File: src/rtl/mdio_cmd_pkg.sv
package mdio_cmd_pkg;

  localparam int PRE_BITS   = 35;
  localparam int ADDR_W     = 5;
  localparam int DATA_W     = 16;
  localparam int HDR_BITS   = PRE_BITS + 4 + 2 * ADDR_W;   // preamble, start, opcode, addresses
  localparam int WR_BITS    = HDR_BITS + 2 + DATA_W;       // 67
  localparam int RD_BITS    = HDR_BITS + 1 + DATA_W;       // 66
  localparam int RD_RELEASE = HDR_BITS;                    // index of read turnaround bit
  localparam int IDX_W      = $clog2(WR_BITS);

  // command/status word field positions
  localparam int F_RD_GO   = 27;
  localparam int F_WR_GO   = 26;
  localparam int F_PHY_LSB = 21;
  localparam int F_REG_LSB = 16;
  localparam int F_RD_DONE = 28;
  localparam int F_WR_DONE = 29;
  localparam int F_BUSY    = 31;

  typedef enum logic [1:0] {
    OP_IDLE  = 2'd0,
    OP_READ  = 2'd1,
    OP_WRITE = 2'd2
  } mdio_op_e;

  typedef struct packed {
    mdio_op_e            op;
    logic [ADDR_W-1:0]   phy;
    logic [ADDR_W-1:0]   regad;
    logic [DATA_W-1:0]   wdata;
  } mdio_cmd_t;

  // read has priority when both request bits are set
  function automatic mdio_cmd_t decode_cmd(input logic [31:0] w);
    mdio_cmd_t c;
    if (w[F_RD_GO])      c.op = OP_READ;
    else if (w[F_WR_GO]) c.op = OP_WRITE;
    else                 c.op = OP_IDLE;
    c.phy   = w[F_PHY_LSB +: ADDR_W];
    c.regad = w[F_REG_LSB +: ADDR_W];
    c.wdata = w[DATA_W-1:0];
    return c;
  endfunction

  // full frame, first bit on the wire in the MSB
  function automatic logic [WR_BITS-1:0] build_frame(input mdio_cmd_t c);
    logic [1:0]        opc;
    logic [DATA_W+1:0] tail;
    opc  = (c.op == OP_READ) ? 2'b10 : 2'b01;
    tail = (c.op == OP_READ) ? '1 : {2'b10, c.wdata};
    return {{PRE_BITS{1'b1}}, 2'b01, opc, c.phy, c.regad, tail};
  endfunction

  function automatic logic [IDX_W-1:0] frame_last(input mdio_op_e op);
    return (op == OP_READ) ? IDX_W'(RD_BITS - 1) : IDX_W'(WR_BITS - 1);
  endfunction

  function automatic logic [31:0] pack_status(input logic busy, input logic wr_done,
                                              input logic rd_done,
                                              input logic [DATA_W-1:0] rd_data);
    logic [31:0] s;
    s            = '0;
    s[F_BUSY]    = busy;
    s[F_WR_DONE] = wr_done;
    s[F_RD_DONE] = rd_done;
    s[DATA_W-1:0] = rd_data;
    return s;
  endfunction

endpackage

File: src/rtl/mdio_bit_timer.sv
module mdio_bit_timer
  import mdio_cmd_pkg::*;
#(
  parameter int HALF_DIV = 50
) (
  input  logic             clk,
  input  logic             rst_n,
  input  logic             start,
  input  logic [IDX_W-1:0] last_idx,
  output logic             busy,
  output logic             mdc,
  output logic [IDX_W-1:0] bit_idx,
  output logic             rise_en,
  output logic             end_en
);

  localparam int CNT_W = (HALF_DIV > 1) ? $clog2(HALF_DIV) : 1;
  localparam logic [CNT_W-1:0] CNT_TOP = CNT_W'(HALF_DIV - 1);

  logic             busy_q;
  logic             ph_q;
  logic [CNT_W-1:0] cnt_q;
  logic [IDX_W-1:0] idx_q;
  logic [IDX_W-1:0] last_q;
  logic             tick;
  logic             fall_en;

  assign tick    = busy_q && (cnt_q == CNT_TOP);
  assign rise_en = tick && !ph_q;
  assign fall_en = tick && ph_q;
  assign end_en  = fall_en && (idx_q == last_q);

  always_ff @(posedge clk or negedge rst_n) begin
    if (!rst_n) begin
      busy_q <= 1'b0;
      ph_q   <= 1'b0;
      cnt_q  <= '0;
      idx_q  <= '0;
      last_q <= '0;
    end else if (start && !busy_q) begin
      busy_q <= 1'b1;
      ph_q   <= 1'b0;
      cnt_q  <= '0;
      idx_q  <= '0;
      last_q <= last_idx;
    end else if (busy_q) begin
      cnt_q <= tick ? '0 : cnt_q + 1'b1;
      if (rise_en) ph_q <= 1'b1;
      if (fall_en) begin
        ph_q <= 1'b0;
        if (end_en) busy_q <= 1'b0;
        else        idx_q  <= idx_q + 1'b1;
      end
    end
  end

  assign busy    = busy_q;
  assign mdc     = ph_q;
  assign bit_idx = idx_q;

endmodule

File: src/rtl/mdio_frame_unit.sv
module mdio_frame_unit
  import mdio_cmd_pkg::*;
(
  input  logic               clk,
  input  logic               rst_n,
  input  logic               load,
  input  mdio_cmd_t          cmd,
  input  logic               busy,
  input  logic [IDX_W-1:0]   bit_idx,
  input  logic               rise_en,
  input  logic               mdio_i,
  output logic               mdio_o,
  output logic               mdio_oe,
  output logic [DATA_W-1:0]  rd_word,
  output logic [WR_BITS-1:0] frame_bits
);

  logic [WR_BITS-1:0] frame_q;
  logic               is_rd_q;
  logic [DATA_W-1:0]  rd_sh_q;
  logic               drive_phase;
  logic               sample_en;
  logic               cur_bit;

  always_ff @(posedge clk or negedge rst_n) begin
    if (!rst_n) begin
      frame_q <= '0;
      is_rd_q <= 1'b0;
    end else if (load) begin
      frame_q <= build_frame(cmd);
      is_rd_q <= (cmd.op == OP_READ);
    end
  end

  assign cur_bit     = frame_q[IDX_W'(WR_BITS - 1) - bit_idx];
  assign drive_phase = !is_rd_q || (bit_idx < IDX_W'(RD_RELEASE));
  assign mdio_oe     = busy && drive_phase;
  assign mdio_o      = busy && cur_bit;

  // data bits follow the single discarded turnaround bit
  assign sample_en = rise_en && is_rd_q && (bit_idx > IDX_W'(RD_RELEASE));

  always_ff @(posedge clk or negedge rst_n) begin
    if (!rst_n)         rd_sh_q <= '0;
    else if (load)      rd_sh_q <= '0;
    else if (sample_en) rd_sh_q <= {rd_sh_q[DATA_W-2:0], mdio_i};
  end

  assign rd_word    = rd_sh_q;
  assign frame_bits = frame_q;

endmodule

File: src/rtl/mdio_cmd_regs.sv
module mdio_cmd_regs
  import mdio_cmd_pkg::*;
(
  input  logic              clk,
  input  logic              rst_n,
  input  logic              cmd_wr,
  input  logic [31:0]       cmd_wdata,
  input  logic              busy,
  input  logic              end_en,
  input  logic [DATA_W-1:0] rd_word,
  output logic              accept,
  output mdio_cmd_t         cmd,
  output logic [31:0]       status
);

  mdio_op_e          op_q;
  logic              rd_done_q;
  logic              wr_done_q;
  logic [DATA_W-1:0] rd_data_q;

  assign cmd    = decode_cmd(cmd_wdata);
  assign accept = cmd_wr && !busy && (cmd.op != OP_IDLE);

  always_ff @(posedge clk or negedge rst_n) begin
    if (!rst_n) begin
      op_q      <= OP_IDLE;
      rd_done_q <= 1'b0;
      wr_done_q <= 1'b0;
      rd_data_q <= '0;
    end else begin
      if (accept) begin
        op_q <= cmd.op;
        if (cmd.op == OP_READ) rd_done_q <= 1'b0;
        else                   wr_done_q <= 1'b0;
      end else if (end_en) begin
        if (op_q == OP_READ) begin
          rd_done_q <= 1'b1;
          rd_data_q <= rd_word;
        end else begin
          wr_done_q <= 1'b1;
        end
      end
    end
  end

  assign status = pack_status(busy, wr_done_q, rd_done_q, rd_data_q);

endmodule

File: src/rtl/mdio_cmd_master.sv
module mdio_cmd_master
  import mdio_cmd_pkg::*;
#(
  parameter int HALF_DIV = 50  // 250 MHz / (2*50) = 2.5 MHz
) (
  input  logic        clk,
  input  logic        rst_n,
  input  logic        cmd_wr,
  input  logic [31:0] cmd_wdata,
  output logic [31:0] status,
  output logic        mdc,
  output logic        mdio_o,
  output logic        mdio_oe,
  input  logic        mdio_i
);

  // internal events, named for the checker
  logic               accept;
  logic               busy;
  logic               rise_en;
  logic               end_en;
  logic [IDX_W-1:0]   bit_idx;
  logic [DATA_W-1:0]  rd_word;
  logic [WR_BITS-1:0] frame_bits;
  mdio_cmd_t          cmd;

  mdio_cmd_regs u_regs (
    .clk       (clk),
    .rst_n     (rst_n),
    .cmd_wr    (cmd_wr),
    .cmd_wdata (cmd_wdata),
    .busy      (busy),
    .end_en    (end_en),
    .rd_word   (rd_word),
    .accept    (accept),
    .cmd       (cmd),
    .status    (status)
  );

  mdio_bit_timer #(.HALF_DIV(HALF_DIV)) u_timer (
    .clk      (clk),
    .rst_n    (rst_n),
    .start    (accept),
    .last_idx (frame_last(cmd.op)),
    .busy     (busy),
    .mdc      (mdc),
    .bit_idx  (bit_idx),
    .rise_en  (rise_en),
    .end_en   (end_en)
  );

  mdio_frame_unit u_frame (
    .clk        (clk),
    .rst_n      (rst_n),
    .load       (accept),
    .cmd        (cmd),
    .busy       (busy),
    .bit_idx    (bit_idx),
    .rise_en    (rise_en),
    .mdio_i     (mdio_i),
    .mdio_o     (mdio_o),
    .mdio_oe    (mdio_oe),
    .rd_word    (rd_word),
    .frame_bits (frame_bits)
  );

endmodule

File: config.mk
export PLATFORM = sky130hd
export DESIGN_NAME = mdio_cmd_master
export DESIGN_NICKNAME = d
export VERILOG_FILES = /design/src/rtl/mdio_cmd_pkg.sv /design/src/rtl/mdio_bit_timer.sv /design/src/rtl/mdio_frame_unit.sv /design/src/rtl/mdio_cmd_regs.sv /design/src/rtl/mdio_cmd_master.sv
export SDC_FILE = /design/constraint.sdc
export NUM_CORES = 1
export LEC_CHECK = 0
export ABC_AREA = 1
export ABC_CLOCK_PERIOD_IN_PS = 2000
export CORE_ASPECT_RATIO = 2
export CORE_UTILIZATION = 50
export DETAILED_ROUTE_END_ITERATION = 8
export PLACE_DENSITY = 0.86
export REMOVE_ABC_BUFFERS = 1
export SLEW_MARGIN = 20
export SYNTH_ARGS = -nofsm -noshare
export SYNTH_HDL_FRONTEND = slang
export SYNTH_HIERARCHICAL = 1
export SYNTH_SLANG_ARGS = --single-unit
export TNS_END_PERCENT = 50
File: constraint.sdc
create_clock -name clk -period 2 [get_ports clk]
set_clock_uncertainty 0.1 [all_clocks]
set_input_delay 0.3 -clock clk [delete_from_list [all_inputs] [get_ports clk]]
set_output_delay 0.3 -clock clk [all_outputs]
set_load 0.02 [all_outputs]
==> results by group <==
Run status
  • Status: finished with violations
  • Failing checks: design-rule violations, negative setup slack

Timing
  • Tcrit/Tclk final: 120.5%
  • Setup violators final: 7
  • Final worst slack: -0.4094 ns
  • Final Max Tran Viols: 0
  • Worst slew pin tran: approximately 0.8 ns
  • Rel. slew slack: between 40% and 50%
  • RSZ-0062 raised after global routing: yes
  • Post-route minimum period: roughly 2.4 ns
  • Max Freq: just over 400 MHz
  • Endpoints failing hold: 0

Final layout
  • Design Area, Final: about 6100 sq um
  • Layout net count: just under 700
  • Fillers: ~730
  • Antenna cells: 0
  • Area growth syn-to-layout: 24.15%
  • Share of cells above drive strength 1: 24.31%
  • Most common cell after layout, fill and taps aside: nand2_1
  • Most frequent cells in the layout: 140 x nand2_1, 84 x dfrtp_1, 62 x inv_1, 49 x clkdlybuf4s50_1, 48 x nand3_1

Global routing
  • Initial antenna violation count: 0
  • GR Overflow Total: 0
  • Busiest grt layer: met2
  • Pin count of the biggest net entering global routing: between 50 and 60
  • Met3 Resource Use GR: under 10%
  • First-pass GRT wire length: approximately 18 mm
  • Met1 usage: between 20% and 30%
  • Tot GR Track Use: 22.52%
  • Met2 GRT Util: between 40% and 50%
  • Vias in the first global route: 4161

Setup path
  • Slowest stage cell, crit path: dfrtp_1
  • Worst endpoint data arrival time: around 2 ns
  • Crit. End Element: output pin
  • CP cell instances: inv_2, ha_4, buf_8, a21oi_2, o21ai_1, nand3_1, nand3_1, nand3_1, nand3_1, nand2_1, inv_2, buf_6
  • Worst EP required: about 1.6 ns
  • CP max stage delay: about 0.44 ns
  • Critical Path Start Type: register
  • Reg2Reg Depth: 9
  • Most Frequent Cell on Critical Path: nand3_1
  • Reg2reg end: u_regs/rd_data_q[4]
  • RR Startpoint: u_timer/bit_idx[0]
  • R2R setup slack: -0.04 ns
  • Buf/Inv on CP: 4
  • Critical Path Fanout Max: 10
  • Setup crit start: u_timer/bit_idx[1]
  • Worst Setup Path Type: register to output pin
  • Critical Path End: mdio_o
  • CP top delay family: flip-flops
  • Worst path depth: 12

Floorplan
  • Row count: between 50 and 60
  • Placeable core area: 9635 sq um
  • Die Wd: 72.27 microns
  • I/O pin total: between 70 and 80
  • Die Area: a little over 10000 sq um
  • Vert. Die Dim: 142.5 microns
  • Initial core utilization: roughly half

Placement
  • Hpwl dp: about 7.6 mm
  • Pre-CTS setup slack: -0.5040 ns
  • Post-DP Area: between 5000 and 6000 sq um
  • Placer Congestion: between 0.9 and 1
  • Port bufs: 53

CTS
  • Root Buffer: clkbuf_16
  • Worst-path clk slew: around 0.070 ns
  • Max H-tree Level: 3
  • Clk Latency, worst-skew pair: about 0.35 ns
  • CTS tree: built
  • CTS Buf Count: 9
  • Clk buf depth: 2
  • Clk sink count: 87

Pwr
  • PD cells: 1243 nW/um^2
  • LEAKAGE: slightly below 0.003 uW
  • Worst vdd ir: 0.6133 mV

Synthesis
  • Synth Instances: between 500 and 600
  • Mapped Area: a little under 5000 sq um
  • Syn avg cell area: roughly 8.5 sq um
  • Synth warn: 6

Drt
  • WL per Instance: 14.45 microns
  • TritonRoute pass-1 iters: 8
  • DR vias: about 4100
  • # DRC: 2
  • Vias per cell: 5.207
  • WL final: between 10 and 15 mm
  • Antenna-violating nets left: 0
  • DR iter-0 viols: 399

Hold path
  • HP Class: input port to async pin

Job
  • Number of max-cap violations: 0
[worst min path at each step]
stage	from	end	slack, ns
floorplan	rst_n	u_frame/frame_bits[0]	-0.1
global placement	rst_n	u_regs/rd_data_q[4]	0.12
detailed placement	rst_n	u_regs/rd_data_q[4]	0.13
CTS	rst_n	u_regs/rd_done_q	0.31
global route	rst_n	u_timer/cnt_q[4]	0.33
finish	rst_n	u_regs/rd_done_q	0.30
[metal layers]
metal	wire length, microns	vias to the layer above
li1	-	1933
met1	4025	1939
met2	6327	164
met3	476	57
met4	529	0
met5	0	-
[power breakdown]
part / total, uW / internal (uW) / switching [uW] / leakage, uW
sequential: 2690 / 2280 / 409 / 0.00107
clock: 1600 / 887 / 717 / 0.000137
combinational: 3330 / 1490 / 1840 / 0.00174
total: 7620 / 4660 / 2970 / 0.00295
[sequential cells by signal (all words and copies together) (netlist names)]
register	cells
u_timer/bit_idx	7
u_regs/op_q	2
u_regs/rd_data_q	16
u_frame/rd_word	16
u_timer/last_q	7
u_frame/frame_bits	29
u_timer/mdc	1
u_timer/busy	1
u_regs/rd_done_q	1
u_timer/cnt_q	6
u_regs/wr_done_q	1
[cell type report]
cell class	instances	area (sq um)	area share, %
tap	132	165.2	2.694
clock inverter	5	38.79	0.6328
clock buffer	11	242.7	3.960
timing repair buffer	101	1018	16.62
inverter	77	306.5	5.001
sequential	87	2181	35.58
multi-input combinational	373	2177	35.52
[timing repair]
action,CTS,global route
gates cloned,0,1
resized for setup,27,44
setup buffers,0,9
endpoints found under the hold margin,22,0
hold buffers,1,0
pin swaps,1,16
endpoints found under the setup margin,21,22
[worst reg2reg max path, stage by stage (launching register included)]
cell and delay (ns):
dfrtp_2 0.46, buf_12 0.16, buf_8 0.13, xnor2_4 0.15, nand3_2 0.15, nor3b_4 0.29, nand3_4 0.14, buf_12 0.18
nand2_1 0.10, o21ai_2 0.06
[stage by stage]
step	instances	TNS [ns]	utilization (%)	hold slack, ns	total power [uW]
floorplan	537	-32.81	-	-0.09559	4448
global placement	761	-1.135	57.94	0.1240	5340
detailed placement	761	-1.549	57.94	0.1310	5458
CTS	778	-0.4314	61.36	0.3139	7186
global route	786	-1.679	63.62	0.3349	8111
finish	786	-0.4758	63.62	0.3005	7622
Power figures use the tool's default switching activity.
